<file path="src/rtl/plru_pkg.sv">
package plru_pkg;
   localparam int TREE_BITS = 3;
   localparam int WAY_W     = 2;
   localparam int ROOT_BIT  = 0;
   localparam int LO_BIT    = 1;
   localparam int HI_BIT    = 2;

   typedef logic [TREE_BITS-1:0] tree_t;
   typedef logic [WAY_W-1:0]     way_t;
endpackage

</file>
<file path="src/rtl/plru_next_state.sv">
module plru_next_state
   import plru_pkg::*;
(
   input  tree_t cur_bits,
   input  way_t  touch_way,
   output tree_t new_bits
);
   always_comb begin
      new_bits           = cur_bits;
      new_bits[ROOT_BIT] = ~touch_way[1];
      if (touch_way[1]) begin
         new_bits[HI_BIT] = ~touch_way[0];
      end else begin
         new_bits[LO_BIT] = ~touch_way[0];
      end
   end
endmodule

</file>
<file path="src/rtl/plru_victim_sel.sv">
module plru_victim_sel
   import plru_pkg::*;
(
   input  tree_t tree_bits,
   output way_t  victim
);
   always_comb begin
      if (tree_bits[ROOT_BIT]) begin
         victim = {1'b1, tree_bits[HI_BIT]};
      end else begin
         victim = {1'b0, tree_bits[LO_BIT]};
      end
   end
endmodule

</file>
<file path="src/rtl/plru_set_slot.sv">
module plru_set_slot
   import plru_pkg::*;
(
   input  logic  clk,
   input  logic  rst,
   input  logic  wr_en,
   input  tree_t wr_bits,
   output tree_t rd_bits
);
   tree_t bits_q;

   always_ff @(posedge clk) begin
      if (rst) begin
         bits_q <= '0;
      end else if (wr_en) begin
         bits_q <= wr_bits;
      end
   end

   assign rd_bits = bits_q;
endmodule

</file>
<file path="src/rtl/plru_tracker.sv">
module plru_tracker
   import plru_pkg::*;
#(
   parameter int NUM_SETS = 64,
   parameter int NUM_WAYS = 4,
   localparam int SET_W   = (NUM_SETS > 1) ? $clog2(NUM_SETS) : 1
) (
   input  logic             clk,
   input  logic             rst,
   input  logic             acc_valid,
   input  logic [SET_W-1:0] acc_set,
   input  logic [1:0]       acc_way,
   input  logic [SET_W-1:0] qry_set,
   output logic [1:0]       qry_victim
);
   localparam int SET_SPAN = 1 << SET_W;

   if (NUM_WAYS != 4) begin : g_bad_ways
      $error("plru_tracker: NUM_WAYS must be 4");
   end
   if (NUM_SETS < 2 || NUM_SETS != SET_SPAN) begin : g_bad_sets
      $error("plru_tracker: NUM_SETS must be a power of two, at least 2");
   end

   tree_t slot_bits [NUM_SETS];
   tree_t acc_bits;
   tree_t acc_next;
   tree_t qry_bits;

   assign acc_bits = slot_bits[acc_set];
   assign qry_bits = slot_bits[qry_set];

   plru_next_state u_next (
      .cur_bits  (acc_bits),
      .touch_way (acc_way),
      .new_bits  (acc_next)
   );

   for (genvar s = 0; s < NUM_SETS; s++) begin : g_slot
      logic hit_s;
      assign hit_s = acc_valid && (acc_set == SET_W'(s));
      plru_set_slot u_slot (
         .clk     (clk),
         .rst     (rst),
         .wr_en   (hit_s),
         .wr_bits (acc_next),
         .rd_bits (slot_bits[s])
      );
   end

   plru_victim_sel u_vic (
      .tree_bits (qry_bits),
      .victim    (qry_victim)
   );
endmodule

</file>
<file path="config.mk">
export PLATFORM = sky130hd
export DESIGN_NAME = plru_tracker
export DESIGN_NICKNAME = d
export VERILOG_FILES = /design/src/rtl/plru_pkg.sv /design/src/rtl/plru_next_state.sv /design/src/rtl/plru_victim_sel.sv /design/src/rtl/plru_set_slot.sv /design/src/rtl/plru_tracker.sv
export SDC_FILE = /design/constraint.sdc
export NUM_CORES = 1
export LEC_CHECK = 0
export BUFFER_PORTS_ARGS = -buffer_cell sky130_fd_sc_hd__buf_2
export CORE_ASPECT_RATIO = 0.8
export CORE_MARGIN = 2
export CORE_UTILIZATION = 28
export CTS_BUF_LIST = sky130_fd_sc_hd__clkbuf_4
export DETAILED_ROUTE_END_ITERATION = 8
export GPL_ROUTABILITY_DRIVEN = 1
export GPL_TIMING_DRIVEN = 0
export HOLD_SLACK_MARGIN = 0.15
export SETUP_SLACK_MARGIN = 0.1
export SLEW_MARGIN = 5
export SYNTH_ARGS = -nofsm -noshare
export SYNTH_HDL_FRONTEND = slang
export SYNTH_SLANG_ARGS = --single-unit
export TNS_END_PERCENT = 5
</file>
<file path="constraint.sdc">
create_clock -name clk -period 3.32 [get_ports clk]
set_clock_uncertainty 0.15 [all_clocks]
set_input_delay 0.332 -clock clk [delete_from_list [all_inputs] [get_ports clk]]
set_output_delay 0.332 -clock clk [all_outputs]
set_load 0.02 [all_outputs]
</file>
; Word level (Yosys, flattened, before mapping)
; Cells that the tools add are included.
; Widths: inputs -> output; s select.
[word_totals]
reg_bits = 192
input_bits = 17
out_inout_bits = 2
elab_cells = 207
[op_classes]
order_cmp = 2
eq_ne = 63
mux = 9
bitwise_logic = 4
n_reduce_logical = 65
[op_table]
columns = op, count
row1 = $eq 6x6->1 const B, 32
row2 = $eq 6x5->1 const B, 16
row3 = $logic_and 1x1->1, 64
row4 = $eq 6x4->1 const B, 8
row5 = $bmux 3 s6, 2
row6 = $eq 6x3->1 const B, 4
row7 = $ge 7x7->1 const B, 2
row8 = $not 6->7, 2
row9 = $eq 6x2->1 const B, 2
row10 = $mux 3, 4
row11 = $eq 6x1->1 const B, 1
row12 = $logic_not 6->1, 1
row13 = $mux 1, 2
row14 = $mux 2, 1
row15 = $not 1->1, 2

; Logic depth before layout (Yosys ltp)
; Gate-level depths: netlist (run 1).
[logic_depth]
word_depth = 5
ltp_mapped = 10
depth_no_buf = 6

; Modules after synthesis
; A second synthesis (run 1) with hierarchy kept.
[hier_totals]
hier_cells = 912
area_unflattened_um2 = 9950.8
[by_module_without_submodules]
columns = mod, n_inst, cells_per_inst, area_per_inst_um2, seq_area_each_um2
row1 = plru_set_slot, 64, 9, 101.3, 60.1
row2 = plru_tracker, 1, 329, 3418.3, 0.0
row3 = plru_next_state, 1, 5, 23.8, 0.0
row4 = plru_victim_sel, 1, 2, 22.5, 0.0

; Worst setup path after synthesis (run 1)
; No wires, ideal clock.
[synth_path]
path_type = input to output
from = input port qry_set[0]
to = output port qry_victim[0]
arrival_ns = 2.357
required_ns = 2.838
slack_ns = 0.481
cell_stages = 7
n_path_buf = 2
path_cell_list = buf_2 buf_6 mux4_2 mux2_2 o311ai_0 o21ai_1 mux2_2
[synth_via]
elab_chain_cells = 5
[synth_lines]
columns = element, line
row1 = from (decl), plru_tracker.sv:13  ; input logic [SET_W-1:0] qry_set,
row2 = $not 6->7 (implied by the code), plru_tracker.sv:31  ; assign qry_bits = slot_bits[qry_set];
row3 = $bmux 3 s6, plru_tracker.sv:31
row4 = $mux 3 (implied by the code) (2 in series), plru_tracker.sv:31
row5 = $mux 2, plru_victim_sel.sv:8  ; if (tree_bits[ROOT_BIT]) begin
row6 = to (decl), plru_tracker.sv:14  ; output logic [1:0] qry_victim
; Every way passes these cells. The select of a mux whose other input is x is not followed.

; Worst setup path in the final report (run 1)
; Ends and elaborated chain as after synthesis.

==> flow_summary.html, run 1 <==
<table>
<tr><th>Metric</th><th>Value</th></tr>
<tr><th colspan="2">Clock network</th></tr>
<tr><td>Clock tree from TritonCTS</td><td>done</td></tr>
<tr><td>Root buffer selected by CTS</td><td>sky130_fd_sc_hd__clkbuf_4</td></tr>
<tr><td>Clock sink count</td><td>192</td></tr>
<tr><td>Clock network latency to the later pin of the worst-skew pair</td><td>0.61 ns</td></tr>
<tr><td>Maximum count of clock buffers along a single path</td><td>2</td></tr>
<tr><td>TritonCTS buffer count</td><td>17</td></tr>
<tr><td>Clk slew on worst S/H paths</td><td>0.15 ns</td></tr>
<tr><td>H-Tree Depth</td><td>4</td></tr>
<tr><th colspan="2">Pwr</th></tr>
<tr><td>Leakage</td><td>3.27 nW</td></tr>
<tr><td>Max VDD drop</td><td>198 µV</td></tr>
<tr><td>Power per cell area</td><td>369 mW/mm²</td></tr>
<tr><td>Power Total</td><td>0.00410 W</td></tr>
<tr><th colspan="2">Yosys</th></tr>
<tr><td>Most used flip-flop cell after synthesis</td><td>sky130_fd_sc_hd__dfxtp_1</td></tr>
<tr><td>Cell Area, Synth</td><td>0.0101 mm²</td></tr>
<tr><td>Synth Register Bits</td><td>192</td></tr>
<tr><td>Leading cell types by total area after synthesis</td><td>sky130_fd_sc_hd__dfxtp_1 38%, sky130_fd_sc_hd__mux4_2 16%, sky130_fd_sc_hd__a211oi_2 15%</td></tr>
<tr><td>Number of different library cells in the post-synthesis netlist</td><td>37</td></tr>
<tr><td>Cell type with the largest total area after synthesis</td><td>sky130_fd_sc_hd__dfxtp_1</td></tr>
<tr><td>Share of Yosys cell area claimed by the top area cell type</td><td>38.2%</td></tr>
<tr><td>Syn_nets</td><td>933</td></tr>
<tr><td>Average instance area after synthesis</td><td>11.0 µm²</td></tr>
<tr><td>Share of async-settable or async-resettable flops after synthesis</td><td>0%</td></tr>
<tr><td>Mapped Cells</td><td>916</td></tr>
<tr><td>Sequential-to-total area share from yosys stat</td><td>38.2%</td></tr>
<tr><td>Post-synth EDFFs</td><td>0</td></tr>
<tr><td>Ys Warns</td><td>0</td></tr>
<tr><th colspan="2">Die</th></tr>
<tr><td>Rows</td><td>62</td></tr>
<tr><td>Core ar.</td><td>0.0356 mm²</td></tr>
<tr><td>IO Pins</td><td>19</td></tr>
<tr><td>Initial core utilization</td><td>28.2%</td></tr>
<tr><td>Die height</td><td>174 µm</td></tr>
<tr><td>Die span in x</td><td>216 µm</td></tr>
<tr><td>Die outline area</td><td>0.0375 mm²</td></tr>
<tr><th colspan="2">Global route</th></tr>
<tr><td>Vias in the first global route</td><td>7561</td></tr>
<tr><td>Pin count of the biggest net entering global routing</td><td>17</td></tr>
<tr><td>Antenna violations before repair</td><td>1</td></tr>
<tr><td>Gr usage total</td><td>16.8%</td></tr>
<tr><td>Grt total ovfl</td><td>0</td></tr>
<tr><td>First-pass GRT wire length</td><td>46.9 mm</td></tr>
<tr><th colspan="2">Setup path</th></tr>
<tr><td>Type of the worst setup path</td><td>in -&gt; out</td></tr>
<tr><td>Worst path arrival time</td><td>2.73 ns</td></tr>
<tr><td>Reg2reg end</td><td>g_slot[32].u_slot.rd_bits[1]</td></tr>
<tr><td>Critical path, cell by cell</td><td>buf_4, buf_6, mux4_2, mux2i_2, mux2i_1, o211ai_1, o21ai_4, mux2_4, buf_6</td></tr>
<tr><td>Data required, critical path</td><td>2.84 ns</td></tr>
<tr><td>Worst reg2reg setup slack</td><td>0.61 ns</td></tr>
<tr><td>Most repeated library cell on the critical path</td><td>sky130_fd_sc_hd__buf_6</td></tr>
<tr><td>Launching element type of the critical path</td><td>input pin</td></tr>
<tr><td>Cell type of the slowest stage on the worst timing path</td><td>sky130_fd_sc_hd__mux4_2</td></tr>
<tr><td>Highest net fanout along the worst path</td><td>10</td></tr>
<tr><td>Category of cells accounting for the largest share of critical-path delay</td><td>multiplexers</td></tr>
<tr><td>Delay of the slowest critical-path stage</td><td>0.55 ns</td></tr>
<tr><td>Worst Reg-to-Reg Cells</td><td>8</td></tr>
<tr><td>Setup crit end kind</td><td>primary output</td></tr>
<tr><td>Total buffers and inverters traversed by the critical path</td><td>3</td></tr>
<tr><td>Beginning of the worst register-to-register path</td><td>g_slot[49].u_slot.rd_bits[1]</td></tr>
<tr><th colspan="2">Route</th></tr>
<tr><td>Vias per std cell</td><td>5.40</td></tr>
<tr><td>Total number of vias</td><td>7800</td></tr>
<tr><td>Detailed router's first-iteration violation count</td><td>1068</td></tr>
<tr><td>Post-route antenna net violation count</td><td>0</td></tr>
<tr><td>Total length of routed wires</td><td>31.4 mm</td></tr>
<tr><td>Number of iterations in the first detailed-routing pass</td><td>5</td></tr>
<tr><td>Remaining DRCs</td><td>0</td></tr>
<tr><td>Average detailed-routed wire length per instance</td><td>21.7 µm</td></tr>
<tr><th colspan="2">Finish</th></tr>
<tr><td>Area occupied by multi-input gates</td><td>0.00577 mm²</td></tr>
<tr><td>Area occupied by registers</td><td>0.00385 mm²</td></tr>
<tr><td>Max FFs per register</td><td>192</td></tr>
<tr><td>Number of filler cells placed in the layout</td><td>3628</td></tr>
<tr><td>Nets</td><td>967</td></tr>
<tr><td>Core Util, Final</td><td>31.2%</td></tr>
<tr><td>Area Growth Syn to Fin</td><td>10.5%</td></tr>
<tr><td>Fraction of final layout cells with drive strength greater than 1</td><td>30.4%</td></tr>
<tr><th colspan="2">Timing</th></tr>
<tr><td>Final critical-path share of the clock period</td><td>96.9%</td></tr>
<tr><td>Fin. max-slew vios</td><td>0</td></tr>
<tr><td>Period minus WS final</td><td>3.22 ns</td></tr>
<tr><td>Maximum clock rate</td><td>311 MHz</td></tr>
<tr><td>Tightest Pin Transition</td><td>1.00 ns</td></tr>
<tr><td>Unrepaired setup endpoints after global routing</td><td>yes</td></tr>
<tr><td>Final-report setup violation count</td><td>0</td></tr>
<tr><td>Setup slack of the critical path after layout</td><td>0.104 ns</td></tr>
<tr><td>Number of endpoints with negative hold slack in the final report</td><td>0</td></tr>
<tr><td>Normalized max-slew margin</td><td>33.1%</td></tr>
<tr><th colspan="2">Min path</th></tr>
<tr><td>Hold worst-path end</td><td>g_slot[7].u_slot.rd_bits[1]</td></tr>
<tr><td>Depth of the worst hold-timing path</td><td>4</td></tr>
<tr><td>Worst hold path class</td><td>in -&gt; reg</td></tr>
<tr><td>Hold_sp</td><td>acc_way[0]</td></tr>
<tr><th colspan="2">Status</th></tr>
<tr><td>Outcome</td><td>finished, final reports clean</td></tr>
<tr><th colspan="2">Job</th></tr>
<tr><td>Max-cap violation count</td><td>0</td></tr>
<tr><th colspan="2">Place</th></tr>
<tr><td>Worst setup slack after placement</td><td>-0.378 ns</td></tr>
<tr><td>Detailed placement HPWL</td><td>23.1 mm</td></tr>
<tr><td>Final Wtd Congestion</td><td>0.931</td></tr>
<tr><td># port buffers</td><td>11</td></tr>
</table>
## stage by stage
| step | area (µm²) | std cells | TNS (ns) | hold slack [ns] |
|---|---|---|---|---|
| 2_1_floorplan | 10100 | 916 | 0 | 0.325 |
| 3_3_place_gp | 10700 | 1407 | -0.437 | 0.334 |
| 3_5_place_dp | 10700 | 1407 | -0.442 | 0.340 |
| 4_1_cts | 11100 | 1441 | 0 | 0.221 |
| 5_1_grt | 11100 | 1444 | 0 | 0.233 |
| 6_report | 11100 | 1444 | 0 | 0.260 |
## layout make-up
type	count	area share (%)
Clock inverter	12	0.968
Multi-Input combinational cell	646	51.9
Buffer	76	4.77
Tap cell	480	5.40
Sequential cell	192	34.6
Timing Repair Buffer	15	0.844
Inverter	2	0.0675
Clock buffer	20	1.35
Antenna cell	1	0.0225
## cells in the mapped netlist (all sizes together) (3+ instances only)
library cell	n
a22o	3
mux4	77
clkbuf	40
a22oi	9
nor2b	8
o21ai	5
dfxtp	192
a211oi	192
nand3b	4
buf	36
mux2i	46
nand3	5
nor2	262
nand2	14
a221oi	6
## tightest hold or removal path, stage by stage
cell	delay, ns
sky130_fd_sc_hd__buf_2	0.12
sky130_fd_sc_hd__o221a_2	0.18
sky130_fd_sc_hd__buf_4	0.24
sky130_fd_sc_hd__a211oi_1	0.10
## logic make-up (layout without fill, tap and decap cells)
group                  count (synthesis)  count (layout)  share of synthesized area, %
and+or+nand+nor                      298             298                          11.7
AOI/OAI and AO/OA                    223             223                          22.8
DFF                                  192             192                          38.2
muxes                                125             125                          22.3
buffers and inverters                 78             125                          4.93
other                                  0               1                             0
## report_power, final
| group | leakage, nW | total [W] | internal (W) | switching, W |
|---|---|---|---|---|
| combinational | 1.58 | 0.000520 | 0.000170 | 0.000350 |
| clock | 0.134 | 0.00124 | 0.000399 | 0.000844 |
| sequential | 1.55 | 0.00233 | 0.00232 | 0.0000115 |
| total | 3.27 | 0.00410 | 0.00289 | 0.00121 |
## per-layer routing
layer  vias up  wire length, µm  global-route usage [%]
li1       3537                -                       -
met1      3882            14000                    23.6
met2       338            13100                    23.9
met3        41             3670                    6.35
met4         2              544                    4.37
met5         -               32                   0.513
## cell usage in the layout, fill, tap and decap left out, drive strengths merged, types with 3 or more instances in the layout
master / instances
a211oi: 192
a221oi: 6
a22o: 3
a22oi: 9
buf: 49
clkbuf: 61
clkinv: 4
clkinvlp: 3
dfxtp: 192
inv: 6
mux2i: 46
mux4: 77
nand2: 14
nand3: 5
nand3b: 4
nor2: 262
nor2b: 8
o21ai: 5
## how the worst max path moves through the flow
stage | depth (start not counted) | slack [ns] | startpoint | endpoint
floorplan | 7 | 0.48 | qry_set[0] | qry_victim[0]
global placement | 9 | -0.38 | qry_set[1] | qry_victim[0]
detailed placement | 9 | -0.38 | qry_set[1] | qry_victim[0]
CTS | 7 | 0.08 | g_slot[21].u_slot.rd_bits[0] | qry_victim[0]
global route | 7 | 0.03 | g_slot[21].u_slot.rd_bits[0] | qry_victim[0]
finish | 9 | 0.10 | qry_set[0] | qry_victim[0]
## repair_timing
action,4_1_cts,5_1_grt
buffers inserted,1,2
hold endpoints to repair,2,0
resized for setup,25,11
hold buffers,1,0
pin swaps,1,1
endpoints found under the setup margin,2,1
Power figures use the tool's default switching activity.
==> run 2: changes to the inputs <==
--- a/config.mk
+++ b/config.mk
@@ -5,6 +5,7 @@
 export SDC_FILE = /design/constraint.sdc
 export NUM_CORES = 1
 export LEC_CHECK = 0
+export ABC_AREA = 1
 export BUFFER_PORTS_ARGS = -buffer_cell sky130_fd_sc_hd__buf_2
 export CORE_ASPECT_RATIO = 0.8
 export CORE_MARGIN = 2
==> flow_summary.html, run 2 <==
<table>
<tr><th>Metric</th><th>Value</th></tr>
<tr><th colspan="2">Yosys</th></tr>
<tr><td>Cell type with the largest total area after synthesis</td><td>sky130_fd_sc_hd__dfxtp_1</td></tr>
<tr><td>Share of async-settable or async-resettable flops after synthesis</td><td>0%</td></tr>
<tr><td>Area share of xor/xnor cells in the synthesized design</td><td>0%</td></tr>
<tr><td>Ys Warns</td><td>0</td></tr>
<tr><td>Average instance area after synthesis</td><td>6.43 µm²</td></tr>
<tr><td>Mapped Cells</td><td>1515</td></tr>
<tr><td>Share of Yosys cell area claimed by the top area cell type</td><td>39.4%</td></tr>
<tr><td>Most used flip-flop cell after synthesis</td><td>sky130_fd_sc_hd__dfxtp_1</td></tr>
<tr><td>Post-synth EDFFs</td><td>0</td></tr>
<tr><td>Synth Register Bits</td><td>192</td></tr>
<tr><td>Post-Synth Adder-Cell Area</td><td>0%</td></tr>
<tr><td>Top cells by instance count after synthesis</td><td>445 x sky130_fd_sc_hd__nand2_1, 249 x sky130_fd_sc_hd__o21ai_0, 210 x sky130_fd_sc_hd__a21oi_1</td></tr>
<tr><td>Post-synthesis share of cell area spent on and, or, nand and nor gates</td><td>28.3%</td></tr>
<tr><td>Syn_nets</td><td>1532</td></tr>
<tr><td>Cell with the most instances after synthesis</td><td>sky130_fd_sc_hd__nand2_1</td></tr>
<tr><td>Fraction of the mapped netlist area in compound gates</td><td>25.1%</td></tr>
<tr><td>Combinational family with the most area after synthesis</td><td>simple AND/OR/NAND/NOR gates</td></tr>
<tr><td>Sequential-to-total area share from yosys stat</td><td>39.4%</td></tr>
<tr><td>Cell Area, Synth</td><td>0.00974 mm²</td></tr>
<tr><td>Number of different library cells in the post-synthesis netlist</td><td>22</td></tr>
<tr><td>Leading cell types by total area after synthesis</td><td>sky130_fd_sc_hd__dfxtp_1 39%, sky130_fd_sc_hd__nand2_1 17%, sky130_fd_sc_hd__o21ai_0 13%</td></tr>
<tr><td>Post-synthesis mux area share</td><td>0%</td></tr>
<tr><th colspan="2">Clock network</th></tr>
<tr><td>TritonCTS buffer count</td><td>17</td></tr>
<tr><td>Clk slew on worst S/H paths</td><td>0.14 ns</td></tr>
<tr><td>Clock sink count</td><td>192</td></tr>
<tr><td>Root buffer selected by CTS</td><td>sky130_fd_sc_hd__clkbuf_4</td></tr>
<tr><td>Maximum count of clock buffers along a single path</td><td>2</td></tr>
<tr><td>H-Tree Depth</td><td>4</td></tr>
<tr><td>Clock tree from TritonCTS</td><td>done</td></tr>
<tr><td>Clock network latency to the later pin of the worst-skew pair</td><td>0.71 ns</td></tr>
<tr><th colspan="2">Setup path</th></tr>
<tr><td>Worst Reg-to-Reg Cells</td><td>14</td></tr>
<tr><td>Critical path, cell by cell</td><td>clkbuf_2, clkinvlp_4, clkdlybuf4s15_2, nand3_1, a21oi_1, o211ai_1, nand2_1, inv_1, nand2_1, nand2_1, buf_2</td></tr>
<tr><td>Most repeated library cell on the critical path</td><td>sky130_fd_sc_hd__nand2_1</td></tr>
<tr><td>Category of cells accounting for the largest share of critical-path delay</td><td>buffers and inverters</td></tr>
<tr><td>Beginning of the worst register-to-register path</td><td>g_slot[52].u_slot.rd_bits[2]</td></tr>
<tr><td>Worst reg2reg setup slack</td><td>0.27 ns</td></tr>
<tr><td>Launching element type of the critical path</td><td>input pin</td></tr>
<tr><td>Total buffers and inverters traversed by the critical path</td><td>5</td></tr>
<tr><td>Delay of the slowest critical-path stage</td><td>0.51 ns</td></tr>
<tr><td>Worst path arrival time</td><td>2.65 ns</td></tr>
<tr><td>Reg2reg end</td><td>g_slot[62].u_slot.rd_bits[2]</td></tr>
<tr><td>Highest net fanout along the worst path</td><td>10</td></tr>
<tr><td>Type of the worst setup path</td><td>in -&gt; out</td></tr>
<tr><td>Setup crit end kind</td><td>primary output</td></tr>
<tr><td>Data required, critical path</td><td>2.84 ns</td></tr>
<tr><td>Cell type of the slowest stage on the worst timing path</td><td>sky130_fd_sc_hd__clkdlybuf4s15_2</td></tr>
<tr><th colspan="2">Place</th></tr>
<tr><td>Detailed placement HPWL</td><td>31.7 mm</td></tr>
<tr><td># port buffers</td><td>13</td></tr>
<tr><td>Final Wtd Congestion</td><td>1.00</td></tr>
<tr><td>Total placed instance area</td><td>0.0104 mm²</td></tr>
<tr><td>Worst setup slack after placement</td><td>-0.486 ns</td></tr>
<tr><th colspan="2">Min path</th></tr>
<tr><td>Hold_sp</td><td>acc_way[1]</td></tr>
<tr><td>Worst hold path class</td><td>in -&gt; reg</td></tr>
<tr><td>Depth of the worst hold-timing path</td><td>5</td></tr>
<tr><td>Hold worst-path end</td><td>g_slot[6].u_slot.rd_bits[1]</td></tr>
<tr><th colspan="2">Timing</th></tr>
<tr><td>Maximum clock rate</td><td>319 MHz</td></tr>
<tr><td>Tightest Pin Transition</td><td>1.26 ns</td></tr>
<tr><td>Fin. max-slew vios</td><td>0</td></tr>
<tr><td>Unrepaired setup endpoints after global routing</td><td>no</td></tr>
<tr><td>Period minus WS final</td><td>3.13 ns</td></tr>
<tr><td>Setup slack of the critical path after layout</td><td>0.188 ns</td></tr>
<tr><td>Number of endpoints with negative hold slack in the final report</td><td>0</td></tr>
<tr><td>Normalized max-slew margin</td><td>16.1%</td></tr>
<tr><td>Final critical-path share of the clock period</td><td>94.4%</td></tr>
<tr><td>Final-report setup violation count</td><td>0</td></tr>
<tr><th colspan="2">Die</th></tr>
<tr><td>Die span in x</td><td>213 µm</td></tr>
<tr><td>IO Pins</td><td>19</td></tr>
<tr><td>Core ar.</td><td>0.0345 mm²</td></tr>
<tr><td>Die height</td><td>171 µm</td></tr>
<tr><td>Initial core utilization</td><td>28.2%</td></tr>
<tr><td>Rows</td><td>61</td></tr>
<tr><td>Die outline area</td><td>0.0363 mm²</td></tr>
<tr><th colspan="2">Global route</th></tr>
<tr><td>Grt total ovfl</td><td>0</td></tr>
<tr><td>Antenna violations before repair</td><td>5</td></tr>
<tr><td>Gr usage total</td><td>25.2%</td></tr>
<tr><td>Pin count of the biggest net entering global routing</td><td>18</td></tr>
<tr><td>Vias in the first global route</td><td>9930</td></tr>
<tr><td>First-pass GRT wire length</td><td>65.8 mm</td></tr>
<tr><th colspan="2">Route</th></tr>
<tr><td>Total length of routed wires</td><td>45.8 mm</td></tr>
<tr><td>Number of iterations in the first detailed-routing pass</td><td>6</td></tr>
<tr><td>Remaining DRCs</td><td>0</td></tr>
<tr><td>Total number of vias</td><td>11159</td></tr>
<tr><td>Vias per std cell</td><td>5.46</td></tr>
<tr><td>Post-route antenna net violation count</td><td>0</td></tr>
<tr><td>Detailed router's first-iteration violation count</td><td>1703</td></tr>
<tr><td>Average detailed-routed wire length per instance</td><td>22.4 µm</td></tr>
<tr><th colspan="2">Pwr</th></tr>
<tr><td>Power per cell area</td><td>391 mW/mm²</td></tr>
<tr><td>Max VDD drop</td><td>194 µV</td></tr>
<tr><td>Leakage</td><td>4.33 nW</td></tr>
<tr><th colspan="2">Status</th></tr>
<tr><td>Outcome</td><td>finished, final reports clean</td></tr>
<tr><th colspan="2">Finish</th></tr>
<tr><td>Final Instance Area</td><td>0.0108 mm²</td></tr>
<tr><td>Commonest cells after routing, fill and taps aside</td><td>445 x sky130_fd_sc_hd__nand2_1, 249 x sky130_fd_sc_hd__o21ai_0, 210 x sky130_fd_sc_hd__a21oi_1</td></tr>
<tr><td>Max FFs per register</td><td>192</td></tr>
<tr><td>Most common cell after layout, fill and taps aside</td><td>sky130_fd_sc_hd__nand2_1</td></tr>
<tr><td>Number of filler cells placed in the layout</td><td>3854</td></tr>
<tr><td>Fraction of final layout cells with drive strength greater than 1</td><td>7.01%</td></tr>
<tr><td>Area Growth Syn to Fin</td><td>10.5%</td></tr>
<tr><td>Nets</td><td>1573</td></tr>
<tr><th colspan="2">Job</th></tr>
<tr><td>Max-cap violation count</td><td>0</td></tr>
</table>
[run 2: changes by cell type in the layout (fill, tap and decap cells not counted), moves of 72 or more]
cell	change
sky130_fd_sc_hd__a21oi_1	+208
sky130_fd_sc_hd__nor2_1	-123
sky130_fd_sc_hd__nand3_1	+88
sky130_fd_sc_hd__o21ai_0	+249
sky130_fd_sc_hd__a211oi_2	-120
sky130_fd_sc_hd__a211oi_1	-72
sky130_fd_sc_hd__nand2_1	+431
[run 2: worst max-delay path by stage]
stage / start / cells past startpoint / endpoint / slack [ns]
floorplan: qry_set[0] / 14 / qry_victim[0] / 1.13
global placement: qry_set[2] / 11 / qry_victim[0] / -0.56
detailed placement: qry_set[2] / 11 / qry_victim[0] / -0.49
CTS: qry_set[1] / 14 / qry_victim[0] / 0.11
global route: qry_set[1] / 12 / qry_victim[0] / 0.11
finish: qry_set[2] / 11 / qry_victim[0] / 0.19
[run 2: where the power goes]
group          internal, W  switching (W)
clock network     0.000314       0.000933
registers          0.00232      0.0000127
logic             0.000140       0.000486
[run 2: routing by layer]
layer  global-route usage, %  wire, µm  vias up  part of all wire (%)
met5                       0        13        -                 0.028
met4                    11.9      2090        2                   4.6
met3                    7.05      5470      130                    12
met2                    35.3     18200      664                    40
met1                    35.4     19900     5217                    44
li1                        -         -     5146                     -
[run 2: cell families (layout without fill, tap and decap cells)]
kind of cell	Yosys count	count (layout)
AND/OR/NAND/NOR	690	690
AO/OA/AOI/OAI	482	482
flip-flops	192	192
buffers and inverters	151	205
other	0	4
[run 2: stage by stage]
step,std cells,setup TNS (ns),power [W],util [%],hold slack (ns)
2_1_floorplan,1515,0,0.00270,-,0.354
3_3_place_gp,2000,-1.00,0.00296,30.1,0.374
3_5_place_dp,2000,-0.824,0.00296,30.1,0.378
4_1_cts,2041,0,0.00418,31.1,0.182
5_1_grt,2044,0,0.00433,31.2,0.227
6_report,2045,0,0.00421,31.2,0.237
[run 2: repair_timing]
| action | in CTS | in global routing |
|---|---|---|
| hold buffers | 6 | 0 |
| endpoints found under the setup margin | 2 | 1 |
| buffers inserted | 3 | 0 |
| endpoints found under the hold margin | 17 | 0 |
| gates resized for setup | 7 | 22 |
[run 2: worst register-to-register path: cells and delay by family, from the launching register on]
family                 cells  cell delay (ns)
buffers and inverters      3             1.35
AND/OR/NAND/NOR            9             0.96
flip-flops                 1             0.35
AO/OA/AOI/OAI              2             0.18
[run 2: cell type report]
class | instances | area, µm² | area share, %
Multi-Input combinational cell | 1172 | 5200 | 48.3
Tap cell | 472 | 591 | 5.48
Inverter | 53 | 205 | 1.91
Sequential cell | 192 | 3840 | 35.7
Clock inverter | 14 | 110 | 1.02
Timing Repair Buffer | 22 | 148 | 1.37
Antenna cell | 4 | 10.0 | 0.0929
Buffer | 98 | 529 | 4.91
Clock buffer | 18 | 135 | 1.25
==> run 3: changes to the inputs <==
--- a/config.mk
+++ b/config.mk
@@ -7,7 +7,7 @@
 export LEC_CHECK = 0
 export ABC_AREA = 1
 export BUFFER_PORTS_ARGS = -buffer_cell sky130_fd_sc_hd__buf_2
-export CORE_ASPECT_RATIO = 0.8
+export CORE_ASPECT_RATIO = 1.25
 export CORE_MARGIN = 2
 export CORE_UTILIZATION = 28
 export CTS_BUF_LIST = sky130_fd_sc_hd__clkbuf_4
@@ -15,6 +15,7 @@
 export GPL_ROUTABILITY_DRIVEN = 1
 export GPL_TIMING_DRIVEN = 0
 export HOLD_SLACK_MARGIN = 0.15
+export PLACE_DENSITY = 0.43
 export SETUP_SLACK_MARGIN = 0.1
 export SLEW_MARGIN = 5
 export SYNTH_ARGS = -nofsm -noshare
==> flow_summary.html, run 3 (synthesis results as in run 2) <==
<table>
<tr><th>Metric</th><th>Value</th></tr>
<tr><th colspan="2">Status</th></tr>
<tr><td>Outcome</td><td>finished, final reports clean</td></tr>
<tr><th colspan="2">Setup path</th></tr>
<tr><td>Category of cells accounting for the largest share of critical-path delay</td><td>buffers and inverters</td></tr>
<tr><td>Critical path, cell by cell</td><td>clkbuf_4, clkinvlp_4, buf_2, nand3_1, a21oi_1, o211ai_1, nand2_1, inv_1, nand2_1, nand2_1, buf_2</td></tr>
<tr><td>Highest net fanout along the worst path</td><td>10</td></tr>
<tr><td>Most repeated library cell on the critical path</td><td>sky130_fd_sc_hd__nand2_1</td></tr>
<tr><td>Worst Reg-to-Reg Cells</td><td>14</td></tr>
<tr><td>Total stage count of the critical path</td><td>11</td></tr>
<tr><td>Reg2reg end</td><td>g_slot[63].u_slot.rd_bits[2]</td></tr>
<tr><td>Setup crit end kind</td><td>primary output</td></tr>
<tr><td>Worst path arrival time</td><td>2.63 ns</td></tr>
<tr><td>Setup crit end</td><td>qry_victim[0]</td></tr>
<tr><td>Worst reg2reg setup slack</td><td>0.32 ns</td></tr>
<tr><td>Beginning of the worst register-to-register path</td><td>g_slot[33].u_slot.rd_bits[2]</td></tr>
<tr><td>Startpoint of the most critical setup path</td><td>qry_set[2]</td></tr>
<tr><td>Delay of the slowest critical-path stage</td><td>0.46 ns</td></tr>
<tr><td>Data required, critical path</td><td>2.84 ns</td></tr>
<tr><td>Cell type of the slowest stage on the worst timing path</td><td>sky130_fd_sc_hd__buf_2</td></tr>
<tr><td>Type of the worst setup path</td><td>in -&gt; out</td></tr>
<tr><td>Total buffers and inverters traversed by the critical path</td><td>5</td></tr>
<tr><td>Launching element type of the critical path</td><td>input pin</td></tr>
<tr><th colspan="2">Clock network</th></tr>
<tr><td>Root buffer selected by CTS</td><td>sky130_fd_sc_hd__clkbuf_4</td></tr>
<tr><td>H-Tree Depth</td><td>4</td></tr>
<tr><td>TritonCTS buffer count</td><td>17</td></tr>
<tr><td>Clock tree from TritonCTS</td><td>done</td></tr>
<tr><td>Maximum count of clock buffers along a single path</td><td>2</td></tr>
<tr><td>Clock network latency to the later pin of the worst-skew pair</td><td>0.68 ns</td></tr>
<tr><td>Clock sink count</td><td>192</td></tr>
<tr><td>Clk slew on worst S/H paths</td><td>0.17 ns</td></tr>
<tr><th colspan="2">Global route</th></tr>
<tr><td>First-pass GRT wire length</td><td>69.4 mm</td></tr>
<tr><td>Grt total ovfl</td><td>0</td></tr>
<tr><td>Antenna violations before repair</td><td>2</td></tr>
<tr><td>Gr usage total</td><td>27.0%</td></tr>
<tr><td>Vias in the first global route</td><td>10034</td></tr>
<tr><td>Pin count of the biggest net entering global routing</td><td>17</td></tr>
<tr><th colspan="2">Die</th></tr>
<tr><td>Die span in x</td><td>171 µm</td></tr>
<tr><td>Initial core utilization</td><td>28.3%</td></tr>
<tr><td>Core ar.</td><td>0.0344 mm²</td></tr>
<tr><td>Rows</td><td>76</td></tr>
<tr><td>IO Pins</td><td>19</td></tr>
<tr><td>Die outline area</td><td>0.0363 mm²</td></tr>
<tr><td>Die height</td><td>213 µm</td></tr>
<tr><th colspan="2">Timing</th></tr>
<tr><td>Period minus WS final</td><td>3.11 ns</td></tr>
<tr><td>Tightest Pin Transition</td><td>1.17 ns</td></tr>
<tr><td>Unrepaired setup endpoints after global routing</td><td>no</td></tr>
<tr><td>Maximum clock rate</td><td>321 MHz</td></tr>
<tr><td>Final critical-path share of the clock period</td><td>93.7%</td></tr>
<tr><td>Final-report setup violation count</td><td>0</td></tr>
<tr><td>Fin. max-slew vios</td><td>0</td></tr>
<tr><td>Number of endpoints with negative hold slack in the final report</td><td>0</td></tr>
<tr><td>Setup slack of the critical path after layout</td><td>0.210 ns</td></tr>
<tr><td>Setup tns final</td><td>0 ns</td></tr>
<tr><td>Normalized max-slew margin</td><td>21.8%</td></tr>
<tr><th colspan="2">Pwr</th></tr>
<tr><td>Share of power burned in combinational logic</td><td>14.6%</td></tr>
<tr><td>Clk pwr share</td><td>31.0%</td></tr>
<tr><td>Power per cell area</td><td>398 mW/mm²</td></tr>
<tr><td>Net Sw Frac</td><td>32.2%</td></tr>
<tr><td>Cell Int Power</td><td>0.00291 W</td></tr>
<tr><td>Leakage</td><td>4.35 nW</td></tr>
<tr><td>Switching power</td><td>0.00138 W</td></tr>
<tr><td>Max VDD drop</td><td>232 µV</td></tr>
<tr><td>Sequential Power Share</td><td>54.4%</td></tr>
<tr><th colspan="2">Finish</th></tr>
<tr><td>Fraction of final layout cells with drive strength greater than 1</td><td>7.27%</td></tr>
<tr><td>Most common cell after layout, fill and taps aside</td><td>sky130_fd_sc_hd__nand2_1</td></tr>
<tr><td>Max FFs per register</td><td>192</td></tr>
<tr><td>Area Growth Syn to Fin</td><td>10.7%</td></tr>
<tr><td>Number of filler cells placed in the layout</td><td>3886</td></tr>
<tr><td>Commonest cells after routing, fill and taps aside</td><td>445 x sky130_fd_sc_hd__nand2_1, 249 x sky130_fd_sc_hd__o21ai_0, 210 x sky130_fd_sc_hd__a21oi_1</td></tr>
<tr><td>Nets</td><td>1572</td></tr>
<tr><th colspan="2">Place</th></tr>
<tr><td>Final Wtd Congestion</td><td>0.966</td></tr>
<tr><td>Worst setup slack after placement</td><td>-0.808 ns</td></tr>
<tr><td>Detailed placement HPWL</td><td>33.4 mm</td></tr>
<tr><td># port buffers</td><td>13</td></tr>
<tr><th colspan="2">Min path</th></tr>
<tr><td>Worst hold path class</td><td>in -&gt; reg</td></tr>
<tr><th colspan="2">Route</th></tr>
<tr><td>Remaining DRCs</td><td>0</td></tr>
<tr><td>Total number of vias</td><td>10760</td></tr>
<tr><td>Number of iterations in the first detailed-routing pass</td><td>6</td></tr>
<tr><td>Vias per std cell</td><td>5.28</td></tr>
<tr><td>Total length of routed wires</td><td>48.1 mm</td></tr>
<tr><td>Detailed router's first-iteration violation count</td><td>1221</td></tr>
<tr><td>Post-route antenna net violation count</td><td>0</td></tr>
<tr><td>Average detailed-routed wire length per instance</td><td>23.6 µm</td></tr>
<tr><th colspan="2">Job</th></tr>
<tr><td>Max-cap violation count</td><td>0</td></tr>
</table>
-- run 3: cell count changes in the layout (fill, tap and decap cells not counted) --
| cell | change |
|---|---|
| sky130_fd_sc_hd__clkinv_1 | +2 |
| sky130_fd_sc_hd__clkdlybuf4s15_2 | -1 |
| sky130_fd_sc_hd__buf_4 | -1 |
| sky130_fd_sc_hd__clkbuf_2 | +5 |
| sky130_fd_sc_hd__clkinv_8 | -1 |
| sky130_fd_sc_hd__inv_6 | -3 |
| sky130_fd_sc_hd__bufinv_16 | +2 |
| sky130_fd_sc_hd__clkbuf_1 | -7 |
| sky130_fd_sc_hd__clkinvlp_4 | +1 |
| sky130_fd_sc_hd__clkinv_4 | +1 |
| sky130_fd_sc_hd__buf_2 | +3 |
| sky130_fd_sc_hd__clkinv_2 | -2 |
| sky130_fd_sc_hd__diode_2 | -3 |
-- run 3: layer usage --
layer / share of wire, % / global-route usage (%) / up-vias
met1: 41 / 33.4 / 5007
met4: 6.9 / 17.4 / 2
met2: 46 / 43.5 / 465
li1: - / - / 5156
met3: 6.7 / 4.28 / 130
met5: 0.021 / 0 / -
-- run 3: repair_timing --
action                                 4_1_cts  5_1_grt
endpoints found under the hold margin       24        0
hold buffers                                 6        0
resized for setup                           16       30
buffers inserted                             2        0
setup endpoints to repair                    2        1
-- run 3: stage by stage --
| stage | total power [W] | utilization, % | hold WS, ns | area (µm²) | cells |
|---|---|---|---|---|---|
| 2_1_floorplan | 0.00270 | - | 0.354 | 9740 | 1515 |
| 3_3_place_gp | 0.00298 | 30.2 | 0.372 | 10400 | 1996 |
| 3_5_place_dp | 0.00298 | 30.2 | 0.377 | 10400 | 1996 |
| 4_1_cts | 0.00432 | 31.3 | 0.174 | 10800 | 2036 |
| 5_1_grt | 0.00445 | 31.3 | 0.208 | 10800 | 2037 |
| 6_report | 0.00430 | 31.3 | 0.236 | 10800 | 2037 |
-- run 3: final cells by class --
cell class                 instances  area (µm²)  area share [%]
clock buffer                      18         135            1.25
antenna                            1        2.50          0.0232
timing repair buffer              21         140            1.30
tap                              468         586            5.43
clock inverter                    14         141            1.31
sequential                       192        3840            35.6
inverter                          53         205            1.90
multi-input combinational       1172        5200            48.2
buffer                            98         532            4.93
-- run 3: power groups by stage --
stage / sequential, W / combinational [W] / clock, W
after CTS: 0.00234 / 0.000609 / 0.00138
after floorplan: 0.00238 / 0.000323 / 0
after detailed placement: 0.00238 / 0.000595 / 0
after global placement: 0.00238 / 0.000597 / 0
final: 0.00234 / 0.000626 / 0.00133
after global routing: 0.00234 / 0.000654 / 0.00145
-- run 3: worst register-to-register path, cell delays in order (launching register included) --
cell                            delay, ns
sky130_fd_sc_hd__dfxtp_1             0.36
sky130_fd_sc_hd__nand2_1             0.06
sky130_fd_sc_hd__o21ai_0             0.08
sky130_fd_sc_hd__nand2_1             0.08
sky130_fd_sc_hd__nand2_1             0.06
sky130_fd_sc_hd__nand2_1             0.06
sky130_fd_sc_hd__nand2_1             0.05
sky130_fd_sc_hd__nor2_1              0.14
sky130_fd_sc_hd__nor2_1              0.05
sky130_fd_sc_hd__nor2_1              0.15
sky130_fd_sc_hd__nand3_2             0.11
sky130_fd_sc_hd__nand2_4             0.21
sky130_fd_sc_hd__dlygate4sd3_1       0.70
sky130_fd_sc_hd__a21oi_1             0.10
sky130_fd_sc_hd__dlygate4sd3_1       0.58
-- run 3: worst min-delay path by stage --
| stage | depth (start not counted) | to | startpoint |
|---|---|---|---|
| floorplan | 2 | g_slot[2].u_slot.rd_bits[2] | g_slot[2].u_slot.rd_bits[2] |
| CTS | 5 | g_slot[8].u_slot.rd_bits[1] | acc_way[1] |
| global placement | 2 | g_slot[48].u_slot.rd_bits[1] | g_slot[48].u_slot.rd_bits[1] |
| global route | 5 | g_slot[8].u_slot.rd_bits[1] | acc_way[1] |
| detailed placement | 2 | g_slot[48].u_slot.rd_bits[1] | g_slot[48].u_slot.rd_bits[1] |
| finish | 5 | g_slot[8].u_slot.rd_bits[1] | acc_way[1] |
